<file path="config.mk">
export PLATFORM = sky130hd
export DESIGN_NAME = dual_timer_pair
export DESIGN_NICKNAME = d
export VERILOG_FILES = /design/src/rtl/dtp_pkg.sv /design/src/rtl/dtp_prescaler.sv /design/src/rtl/dtp_edge_sync.sv /design/src/rtl/dtp_oneshot_timer.sv /design/src/rtl/dtp_reload_timer.sv /design/src/rtl/dual_timer_pair.sv
export SDC_FILE = /design/constraint.sdc
export NUM_CORES = 1
export LEC_CHECK = 0
export BUFFER_PORTS_ARGS = -buffer_cell sky130_fd_sc_hd__buf_2
export CAP_MARGIN = 10
export CORE_MARGIN = 2
export CORE_UTILIZATION = 54
export CTS_BUF_LIST = sky130_fd_sc_hd__clkbuf_4 sky130_fd_sc_hd__clkbuf_8 sky130_fd_sc_hd__clkbuf_16
export DETAILED_ROUTE_END_ITERATION = 6
export PLACE_DENSITY = 0.76
export SLEW_MARGIN = 40
export SYNTH_ARGS = -nofsm -noshare
export SYNTH_HDL_FRONTEND = slang
export SYNTH_SLANG_ARGS = --single-unit
</file>
<file path="constraint.sdc">
create_clock -name clk -period 2.25 [get_ports clk]
set_clock_uncertainty 0.05 [all_clocks]
set_input_delay 0.45 -clock clk [delete_from_list [all_inputs] [get_ports clk]]
set_output_delay 0.45 -clock clk [all_outputs]
set_load 0.02 [all_outputs]
</file>
<file path="src/rtl/dtp_pkg.sv">
package dtp_pkg;

    typedef enum logic [1:0] {
        ADDR_T0   = 2'd0,
        ADDR_T1   = 2'd1,
        ADDR_CTRL = 2'd2,
        ADDR_STAT = 2'd3
    } reg_addr_e;

    typedef enum logic {
        T0_IDLE = 1'b0,
        T0_RUN  = 1'b1
    } t0_state_e;

    typedef enum logic {
        T1_HALT = 1'b0,
        T1_RUN  = 1'b1
    } t1_state_e;

    typedef struct packed {
        logic t1_div_slow;
        logic t1_evt_src;
        logic t0_div_slow;
    } ctrl_t;

    localparam int CTRL_W = 3;
    localparam int FLAG_W = 2;

endpackage

</file>
<file path="src/rtl/dtp_prescaler.sv">
module dtp_prescaler #(
    parameter int FAST_DIV = 4,
    parameter int SLOW_DIV = 1024
) (
    input  logic clk,
    input  logic rst_n,
    input  logic clr,
    input  logic slow_sel,
    output logic tick
);
    localparam int PW = $clog2(SLOW_DIV);

    logic [PW-1:0] phase_q;
    logic [PW-1:0] limit;

    assign limit = slow_sel ? PW'(SLOW_DIV - 1) : PW'(FAST_DIV - 1);
    assign tick  = (phase_q >= limit);

    always_ff @(posedge clk or negedge rst_n) begin
        if (!rst_n) begin
            phase_q <= '0;
        end else if (clr || tick) begin
            phase_q <= '0;
        end else begin
            phase_q <= phase_q + 1'b1;
        end
    end
endmodule

</file>
<file path="src/rtl/dtp_edge_sync.sv">
module dtp_edge_sync #(
    parameter int STAGES = 2
) (
    input  logic clk,
    input  logic rst_n,
    input  logic pin,
    output logic rise
);
    logic [STAGES:0] chain_q;

    always_ff @(posedge clk or negedge rst_n) begin
        if (!rst_n) begin
            chain_q <= '0;
        end else begin
            chain_q[0] <= pin;
            for (int i = 1; i <= STAGES; i++) begin
                chain_q[i] <= chain_q[i-1];
            end
        end
    end

    assign rise = chain_q[STAGES-1] & ~chain_q[STAGES];
endmodule

</file>
<file path="src/rtl/dtp_oneshot_timer.sv">
module dtp_oneshot_timer import dtp_pkg::*; #(
    parameter int W = 8
) (
    input  logic         clk,
    input  logic         rst_n,
    input  logic         load,
    input  logic [W-1:0] load_val,
    input  logic         tick,
    output logic [W-1:0] cnt,
    output logic         running,
    output logic         underflow
);
    localparam logic [W-1:0] ONE = W'(1);

    t0_state_e state_q, state_d;
    logic      last_tick;

    assign last_tick = (state_q == T0_RUN) && !load && tick && (cnt == ONE);

    always_comb begin
        state_d = state_q;
        unique case (state_q)
            T0_IDLE: if (load && (load_val != '0)) state_d = T0_RUN;
            T0_RUN: begin
                if (load && (load_val == '0)) state_d = T0_IDLE;
                else if (last_tick)           state_d = T0_IDLE;
            end
        endcase
    end

    always_ff @(posedge clk or negedge rst_n) begin
        if (!rst_n) state_q <= T0_IDLE;
        else        state_q <= state_d;
    end

    always_ff @(posedge clk or negedge rst_n) begin
        if (!rst_n) begin
            cnt <= '0;
        end else if (load) begin
            cnt <= load_val;
        end else if ((state_q == T0_RUN) && tick) begin
            cnt <= cnt - ONE;
        end
    end

    always_comb begin
        running   = (state_q == T0_RUN);
        underflow = last_tick;
    end
endmodule

</file>
<file path="src/rtl/dtp_reload_timer.sv">
module dtp_reload_timer import dtp_pkg::*; #(
    parameter int W = 8
) (
    input  logic         clk,
    input  logic         rst_n,
    input  logic         load,
    input  logic [W-1:0] load_val,
    input  logic         tick,
    output logic [W-1:0] cnt,
    output logic [W-1:0] preset,
    output logic         underflow
);
    localparam logic [W-1:0] ONE = W'(1);

    t1_state_e state_q, state_d;
    logic      expire;

    assign expire = (state_q == T1_RUN) && !load && tick && (cnt <= ONE);

    always_comb begin
        state_d = state_q;
        unique case (state_q)
            T1_HALT: if (load) state_d = T1_RUN;
            T1_RUN:  state_d = T1_RUN;
        endcase
    end

    always_ff @(posedge clk or negedge rst_n) begin
        if (!rst_n) state_q <= T1_HALT;
        else        state_q <= state_d;
    end

    always_ff @(posedge clk or negedge rst_n) begin
        if (!rst_n) begin
            cnt    <= '0;
            preset <= '0;
        end else if (load) begin
            cnt    <= load_val;
            preset <= load_val;
        end else if (expire) begin
            cnt    <= preset;
        end else if ((state_q == T1_RUN) && tick) begin
            cnt    <= cnt - ONE;
        end
    end

    always_comb begin
        underflow = expire;
    end
endmodule

</file>
<file path="src/rtl/dual_timer_pair.sv">
module dual_timer_pair import dtp_pkg::*; #(
    parameter int CNT_W       = 8,
    parameter int FAST_DIV    = 4,
    parameter int SLOW_DIV    = 1024,
    parameter int SYNC_STAGES = 2
) (
    input  logic             clk,
    input  logic             rst_n,
    input  logic             wr_en,
    input  logic [1:0]       wr_addr,
    input  logic [CNT_W-1:0] wr_data,
    input  logic [1:0]       rd_addr,
    output logic [CNT_W-1:0] rd_data,
    input  logic             evt_in,
    output logic             irq0,
    output logic             irq1
);
    reg_addr_e waddr, raddr;
    logic      t0_load, t1_load, ctrl_wr, stat_wr;

    assign waddr   = reg_addr_e'(wr_addr);
    assign raddr   = reg_addr_e'(rd_addr);
    assign t0_load = wr_en && (waddr == ADDR_T0);
    assign t1_load = wr_en && (waddr == ADDR_T1);
    assign ctrl_wr = wr_en && (waddr == ADDR_CTRL);
    assign stat_wr = wr_en && (waddr == ADDR_STAT);

    ctrl_t             ctrl_q;
    logic [FLAG_W-1:0] flag_q;

    logic             tick0, tick1_int, evt_rise, tick1;
    logic [CNT_W-1:0] t0_count, t1_count, t1_preset;
    logic             t0_running, t0_uf, t1_uf;

    dtp_prescaler #(.FAST_DIV(FAST_DIV), .SLOW_DIV(SLOW_DIV)) u_presc0 (
        .clk      (clk),
        .rst_n    (rst_n),
        .clr      (t0_load),
        .slow_sel (ctrl_q.t0_div_slow),
        .tick     (tick0)
    );

    dtp_prescaler #(.FAST_DIV(FAST_DIV), .SLOW_DIV(SLOW_DIV)) u_presc1 (
        .clk      (clk),
        .rst_n    (rst_n),
        .clr      (t1_load),
        .slow_sel (ctrl_q.t1_div_slow),
        .tick     (tick1_int)
    );

    dtp_edge_sync #(.STAGES(SYNC_STAGES)) u_evt (
        .clk   (clk),
        .rst_n (rst_n),
        .pin   (evt_in),
        .rise  (evt_rise)
    );

    assign tick1 = ctrl_q.t1_evt_src ? evt_rise : tick1_int;

    dtp_oneshot_timer #(.W(CNT_W)) u_t0 (
        .clk       (clk),
        .rst_n     (rst_n),
        .load      (t0_load),
        .load_val  (wr_data),
        .tick      (tick0),
        .cnt       (t0_count),
        .running   (t0_running),
        .underflow (t0_uf)
    );

    dtp_reload_timer #(.W(CNT_W)) u_t1 (
        .clk       (clk),
        .rst_n     (rst_n),
        .load      (t1_load),
        .load_val  (wr_data),
        .tick      (tick1),
        .cnt       (t1_count),
        .preset    (t1_preset),
        .underflow (t1_uf)
    );

    always_ff @(posedge clk or negedge rst_n) begin
        if (!rst_n) begin
            ctrl_q <= '0;
        end else if (ctrl_wr) begin
            ctrl_q <= ctrl_t'(wr_data[CTRL_W-1:0]);
        end
    end

    always_ff @(posedge clk or negedge rst_n) begin
        if (!rst_n) begin
            flag_q <= '0;
        end else begin
            flag_q[0] <= (flag_q[0] & ~(stat_wr & wr_data[0])) | t0_uf;
            flag_q[1] <= (flag_q[1] & ~(stat_wr & wr_data[1])) | t1_uf;
        end
    end

    always_comb begin
        rd_data = '0;
        unique case (raddr)
            ADDR_T0:   rd_data = t0_count;
            ADDR_T1:   rd_data = t1_count;
            ADDR_CTRL: rd_data = CNT_W'(ctrl_q);
            ADDR_STAT: rd_data = CNT_W'(flag_q);
        endcase
    end

    assign irq0 = flag_q[0];
    assign irq1 = flag_q[1];
endmodule

</file>
## Yosys cells after proc, flatten, opt, wreduce, memory -nomap -nowiden

Index checks and enable logic that the tools add are counted.

| storage, ports and cells | value |
|---|---|
| input bits | 16 |
| output and inout bits | 10 |
| logic and storage cells | 79 |
| flip-flop bits (word level) | 54 |

| cells by class | value |
|---|---|
| reductions and logical operators | 24 |
| bitwise operators | 12 |
| $lt $le $gt $ge | 3 |
| add/subtract/negate cells | 4 |
| equal/unequal tests | 7 |
| mux-type cells | 17 |

Operator list:

| operator | number |
|---|---|
| $mux W10 | 4 |
| $mux W8 | 5 |
| $pmux W8 S4 | 1 |
| $add A10 B1 Y10 const B | 2 |
| $ge A10 B10 Y1 | 2 |
| $sub A8 B1 Y8 const B | 2 |
| $logic_and A1 B1 Y1 | 14 |
| $eq A2 B2 Y1 const B | 4 |
| $eq A8 B1 Y1 const B | 1 |
| $le A8 B1 Y1 const B | 1 |
| $logic_not A8 Y1 | 1 |
| $reduce_bool A8 Y1 | 1 |
| $and A1 B1 Y1 | 5 |
| $mux W1 | 5 |
| $not A1 Y1 | 5 |
| $eq A2 B1 Y1 const B | 2 |
| $logic_not A2 Y1 | 2 |
| $pmux W1 S2 | 2 |
| $reduce_bool A3 Y1 | 1 |
| $logic_not A1 Y1 | 2 |
| $logic_or A1 B1 Y1 | 2 |
| $or A1 B1 Y1 | 2 |
| $reduce_bool A2 Y1 | 1 |

## Logic depth before layout (Yosys ltp)

Gate-level depths: netlist of the first run.

| logic depth | value |
|---|---|
| depth in word-level cells | 9 |
| gate-level depth with buffers | 10 |
| gate-level depth less buffers | 8 |

## By module

A second synthesis of the first run with hierarchy kept.

| second synthesis, totals | value |
|---|---|
| cell total of the unflattened synthesis | 337 |
| area, all modules | 3,412.0 um2 |

Modules (own cells, without submodules):

| module | instances | cells each | sequential area each (um2) | area an instance (um2) |
|---|---|---|---|---|
| dtp_reload_timer | 1 | 104 | 425.4 | 972.2 |
| dtp_prescaler (u_presc0) | 1 | 66 | 250.2 | 730.7 |
| dtp_prescaler (u_presc1) | 1 | 66 | 250.2 | 686.9 |
| dtp_oneshot_timer | 1 | 64 | 225.2 | 559.3 |
| dual_timer_pair | 1 | 33 | 125.1 | 374.1 |
| dtp_edge_sync | 1 | 4 | 75.1 | 88.8 |

## Least setup slack after synthesis of the first run

Ideal clock, no wire load.

| timing path | value |
|---|---|
| path kind | register to register |
| start | reg ctrl_q[0] in the netlist's numbering |
| end | reg u_t0.cnt[1] |
| clock period less this slack | 2.221 ns |
| library setup time | 0.083 ns |
| cell stages (with the launch flop) | 9 |
| setup slack | 0.029 ns |
| data arrival time | 2.088 ns |
| data required time | 2.117 ns |
| cells stage by stage | dfrtp_1 > inv_1 > ha_1 > and4_1 > and2_0 > a311o_1 > nand2_1 > mux2_2 > o21ai_0 |

| between the ends | value |
|---|---|
| longest elaborated chain between the ends | 4 |

RTL lines:

| element | RTL line | source |
|---|---|---|
| from (decl) | dual_timer_pair.sv:28 | `ctrl_t ctrl_q;` |
| from (signal assigned) | dual_timer_pair.sv:86 | `ctrl_q <= ctrl_t'(wr_data[CTRL_W-1:0]);` |
| $mux W10 | dtp_prescaler.sv:16 | `assign limit = slow_sel ? PW'(SLOW_DIV - 1) : PW'(FAST_DIV - 1);` |
| $ge A10 B10 Y1 | dtp_prescaler.sv:17 | `assign tick = (phase_q >= limit);` |
| $logic_and A1 B1 Y1 | dtp_oneshot_timer.sv:41 | `end else if ((state_q == T0_RUN) && tick) begin` |
| $reduce_bool A2 Y1 (no source line) | -- |  |
| to (signal assigned) | dtp_oneshot_timer.sv:40 | `cnt <= load_val;` |
| to (signal assigned) | dtp_oneshot_timer.sv:42 | `cnt <= cnt - ONE;` |
| to (decl) | dtp_oneshot_timer.sv:9 | `output logic [W-1:0] cnt,` |

Every way passes these cells.
A chain may end at the register's enable or synchronous reset.

## Worst setup path after layout of the first run

| timing path | value |
|---|---|
| start | reg ctrl_q[0] in the netlist's numbering |
| end | reg u_t0.cnt[6] |

The elaborated chain is that of the path after synthesis.

==> metrics, run 1 <==
status finished, final reports clean; Routed WL 7470 um; layout cell share with drive strength beyond 1 0.289; Final GP Congestion 0.902; top routing layer used met4; Row Count 27; num ports 26; flip-flop and latch area 0.00135 mm^2; CP Data Arrival Time 2400 ps; multi-input logic area 0.00192 mm^2; core area 0.00551 mm^2; port bufs 25; later-pin clock latency in the skew report 320 ps; Max Fclk 445 MHz; Sw Ratio 0.402; Clock transition at path regs 100 ps; # DRC 0; clock network power share 0.154; worst vdd ir 0.000473 V; worst path required time 2410 ps; Main synth FF type dfrtp_1; clk root buf clkbuf_8; Worst R2R End u_t0.cnt[6]; total die area 0.00635 mm^2; TritonCTS buffer count 5; first-pass GRT wire length 12000 um; Max-Cap Viols 0; Cell Pwr Density 943 mW/mm^2; Tcrit/Tclk final 1.00; Crit. End Element flip-flop; metal3 WL 373 um; Internal Pwr Total 2.17 mW; Fin. Hold Viols 0; sequential share of power 0.416; DR WL met2 3700 um; final setup vio count 0; Psw 1.46 mW; static leakage 1.71 nW; R2R depth 9; Final min period 2250 ps; min-delay worst type in -> async; Gate power share 0.430; initial core utilization 0.561; Finished Layout Cells 446; Post-synth ARST share 1.00; Worst Max-Slew Pin Slew 487 ps; Synth area leaders dfrtp_1 44%, ha_1 8.9%, nand2_1 6.2%; RSZ-0062 raised after global routing true; most numerous cell in the Yosys netlist dfrtp_1; HPWL after DPL 5190 um; CP startpoint kind flip-flop; EDFF count, synth 0; initial drt markers 212; Yosys top cell by area dfrtp_1; chip width 79.7 um; Nets 411; Crit Path Max Fanout 8; crit path kind reg -> reg; Synth Warn # 0; Reg2Reg Setup Slack 0.5 ps; flops & latches, synth 54; Total GRT Usage 0.242; Vias/cell 5.73; Distinct cells, synth 45; number of global-route vias before repair 2524; chip height 79.7 um; Mapped Area 0.00309 mm^2; Commonest cells post-synth 54 x dfrtp_1, 51 x nand2_1, 40 x nor2_1, 23 x o21ai_0, 22 x ha_1; post-synthesis sequential area ratio 0.437; clock buffer depth 2; Mapped Nets 363; Slew HR 0.674; CTS tree done; remaining antenna violation count 0; cts hold-fix bufs 0; initial antenna violation count 0; H-tree levels 2; gr ovfl total 0; DR pass1 iterations 5; Synth-to-Final Area Change 24.2%; fillers 406; Synth Area per Inst 9.51 um^2; via count 2554; Cells after DPL 434; Reg-to-Reg Start ctrl_q[0]; final setup TNS 0 ps; M1 WL 3270 um; post-synthesis instance total 325; Avg WL per Cell 16.7 um; Synth top area share 0.437; pins over their slew limit 0; Num Clock Sinks 54; ant diodes 0; pin count of the biggest net entering global routing 29
[layer usage]
| layer | vias to the layer above | GRT usage |
|---|---|---|
| li1 | 1236 | - |
| met1 | 1237 | 0.342 |
| met2 | 68 | 0.387 |
| met3 | 13 | 0.0362 |
| met4 | 0 | 0.0690 |
| met5 | - | 0 |
[how the worst max path moves through the flow]
| stage | cells after the start | slack (ps) | from | end |
|---|---|---|---|---|
| 6_report | 9 | 0.5 | ctrl_q[0] | u_t0.cnt[6] |
| 5_1_grt | 11 | -80 | ctrl_q[2] | u_t1.cnt[1] |
| 4_1_cts | 12 | 5 | ctrl_q[2] | u_t1.cnt[2] |
| 3_5_place_dp | 8 | -160 | ctrl_q[0] | u_t0.cnt[1] |
| 3_3_place_gp | 8 | -70 | ctrl_q[0] | u_t0.cnt[1] |
| 2_1_floorplan | 8 | 30 | ctrl_q[0] | u_t0.cnt[1] |
[through the flow]
| step | cell area [um^2] | hold WS, ps | setup slack, ps | total power, mW | util |
|---|---|---|---|---|---|
| floorplan | 3090 | 104 | 29.1 | 2.36 | - |
| global placement | 3440 | 289 | -68.8 | 2.73 | 0.624 |
| detailed placement | 3440 | 287 | -164 | 2.80 | 0.624 |
| CTS | 3570 | 83.2 | 4.96 | 3.38 | 0.648 |
| global route | 3840 | 92.2 | -81.3 | 3.87 | 0.698 |
| finish | 3840 | 72.2 | 0.526 | 3.62 | 0.698 |
[flip-flops by register name (all words and copies together), names as in the netlist, 2 cells and up]
name and count:
u_presc0.phase_q 10, flag_q 2, u_t1.cnt 8, u_evt.chain_q 3
ctrl_q 3, u_t0.cnt 8, u_t1.preset 8, u_presc1.phase_q 10
[timing repair]
item                                    4_1_cts  5_1_grt
endpoints found under the hold margin         0        0
pin swaps                                     5       19
gates resized for setup                       7       54
endpoints found under the setup margin       25       37
setup buffers                                 1        6
[power by group through the flow]
stage                     combinational, mW  sequential (mW)  clock, mW
final                                  1.56             1.51      0.560
after global routing                   1.72             1.54      0.603
after CTS                              1.33             1.49      0.566
after detailed placement               1.30             1.50          0
after global placement                 1.24             1.49          0
after floorplan                       0.934             1.43          0
[critical path, stage by stage (launching register included)]
cell and delay (ps):
dfrtp_1 420, clkinv_4 140, ha_4 270, buf_6 110
a21oi_2 100, o21ai_1 80, a311o_2 420, and4b_1 260
a22oi_1 170, o21ai_1 100
[cell usage in the layout, fill, tap and decap left out, drive strengths merged, types with 4 or more instances in the layout]
cell,count
nor2,40
nand3,14
nor4,4
xnor2,11
ha,22
dfrtp,54
o21ai,24
clkbuf,5
buf,52
a211oi,5
mux2,5
xor2,15
a21oi,8
nand4,5
mux2i,10
nand2,51
inv,8
[layout make-up]
| type | instances | share of cell area |
|---|---|---|
| Clock buffer | 5 | 0.0179 |
| Clock inverter | 3 | 0.00554 |
| Inverter | 9 | 0.0101 |
| Multi-Input combinational cell | 251 | 0.499 |
| Sequential cell | 54 | 0.352 |
| Tap cell | 72 | 0.0235 |
| Timing Repair Buffer | 52 | 0.0925 |
[logic make-up (layout without fill, tap and decap cells)]
logic type,Yosys count,count (layout),synth area share
multiplexers,17,17,0.0652
XOR/XNOR,26,26,0.0737
AND/OR/NAND/NOR,136,136,0.207
adder cells (fa/ha/maj),22,22,0.0890
flip-flops,54,54,0.437
buffers and inverters,20,69,0.0299
AO/OA/AOI/OAI,50,50,0.0983
(Power assumes the default switching activity.)
==> run 2: changes to the inputs <==
--- a/config.mk
+++ b/config.mk
@@ -7,11 +7,11 @@
 export LEC_CHECK = 0
 export BUFFER_PORTS_ARGS = -buffer_cell sky130_fd_sc_hd__buf_2
 export CAP_MARGIN = 10
-export CORE_MARGIN = 2
-export CORE_UTILIZATION = 54
-export CTS_BUF_LIST = sky130_fd_sc_hd__clkbuf_4 sky130_fd_sc_hd__clkbuf_8 sky130_fd_sc_hd__clkbuf_16
+export CORE_MARGIN = 4
+export CORE_UTILIZATION = 55
+export CTS_BUF_LIST = sky130_fd_sc_hd__clkbuf_2 sky130_fd_sc_hd__clkbuf_4 sky130_fd_sc_hd__clkbuf_8
 export DETAILED_ROUTE_END_ITERATION = 6
-export PLACE_DENSITY = 0.76
+export PLACE_DENSITY = 0.77
 export SLEW_MARGIN = 40
 export SYNTH_ARGS = -nofsm -noshare
 export SYNTH_HDL_FRONTEND = slang
==> metrics, run 2 (synthesis gave the netlist of run 1 again) <==
first-pass GRT wire length 11300 um; min-delay worst type in -> async; Cell Pwr Density 949 mW/mm^2; Critical Path, Cell by Cell inv_4, ha_4, and4_1, and2_0, a311o_1, and4b_1, a22oi_1, o21ai_0; DR pass1 iterations 4; H-tree levels 2; chip width 83.0 um; grt met1 use 0.279; Top Registers u_presc0.phase_q: 10 flops, u_presc1.phase_q: 10 flops; Worst Max-Slew Pin Slew 657 ps; Fin. Hold Viols 0; total die area 0.00688 mm^2; initial antenna violation count 0; Vias/cell 5.54; Tcrit/Tclk final 0.968; crit path kind reg -> reg; core area 0.00547 mm^2; crit-path max cell delay 420 ps; Slew HR 0.562; clock buffer depth 2; Routed WL 6600 um; final setup vio count 0; worst path required time 2390 ps; Critical-path top delay cell dfrtp_1; Final min period 2180 ps; met2 usage 0.322; Final GP Congestion 0.841; Row Count 27; pins over their slew limit 0; Cells after DPL 427; Num Clock Sinks 54; commonest non-fill, non-tap cell in the layout dfrtp_1; R2R depth 8; pre-CTS setup slack -109 ps; GR peak layer met2; CP bufs+invs 1; Worst path top cell family by delay compound AO/OA/AOI/OAI gates; initial drt markers 203; layout cell share with drive strength beyond 1 0.203; initial core utilization 0.565; # DRC 0; remaining antenna violation count 0; HPWL after DPL 4910 um; Clock transition at path regs 100 ps; Avg WL per Cell 15.1 um; Crit Path Max Fanout 8; TritonCTS buffer count 5; num ports 26; met3 Use GR 0.0377; Max Fclk 459 MHz; Nets 401; Worst setup endpoint u_t0.cnt[6]; Finished Layout Cells 436; number of global-route vias before repair 2427; clk root buf clkbuf_8; Hold Worst Slack 201 ps; Worst R2R End u_t0.cnt[6]; CTS tree done; Total GRT Usage 0.199; Crit. End Element flip-flop; gr ovfl total 0; via count 2414; static leakage 1.64 nW; ant diodes 0; Worst Setup Slack, final 72.6 ps; pin count of the biggest net entering global routing 55; cts hold-fix bufs 0; later-pin clock latency in the skew report 300 ps; port bufs 25; Max-Cap Viols 0; Reg2Reg Setup Slack 70 ps; CP startpoint kind flip-flop; worst vdd ir 0.000426 V; RSZ-0062 raised after global routing true; Critical Path Stages 8; chip height 83.0 um; Synth-to-Final Area Change 15.5%; most frequent cells in the layout 54 x dfrtp_1, 51 x nand2_1, 40 x nor2_1, 25 x buf_2; Worst setup startpoint ctrl_q[0]; Reg-to-Reg Start ctrl_q[0]; CP Data Arrival Time 2310 ps; status finished, final reports clean
==> run 2: per-stage QoR <==
step	setup TNS, ps	cell area [um^2]	power [mW]	util
after CTS	0	3490	3.36	0.638
after global placement	-49.6	3370	2.68	0.616
after global routing	-380	3570	3.69	0.652
after floorplan	0	3090	2.36	-
final	0	3570	3.39	0.652
after detailed placement	-915	3370	2.74	0.616
==> run 2: final cells by class <==
type | instances | area (um^2)
Clock buffer | 8 | 110
Fill cell | 453 | 1900
Inverter | 9 | 36.3
Multi-Input combinational cell | 251 | 1730
Sequential cell | 54 | 1350
Tap cell | 72 | 90.1
Timing Repair Buffer | 42 | 253
==> run 2: how the worst min path moves through the flow <==
stage	cells past startpoint	startpoint	slack (ps)	endpoint
floorplan	0	rst_n	100	ctrl_q[0]
global placement	0	u_evt.chain_q[0]	290	u_evt.chain_q[1]
finish	2	rst_n	200	u_t1.preset[7]
CTS	1	evt_in	200	u_evt.chain_q[0]
detailed placement	0	u_evt.chain_q[0]	290	u_evt.chain_q[1]
global route	1	evt_in	190	u_evt.chain_q[0]
==> run 2: what timing repair did <==
item / in CTS / in global routing
gates resized for setup: 3 / 16
setup endpoints to repair: 25 / 25
buffers inserted: 0 / 1
pin swaps: 1 / 4
==> run 2: routing by layer <==
layer  up-vias  routed length (um)
met5         -                   0
met4         0                  59
met3         6                 260
met2        50                3220
met1      1152                3060
li1       1206                   -
==> run 2: where the power goes <==
| group | switching (mW) | internal [mW] |
|---|---|---|
| combinational | 0.683 | 0.599 |
| clock | 0.305 | 0.311 |
| sequential | 0.288 | 1.20 |
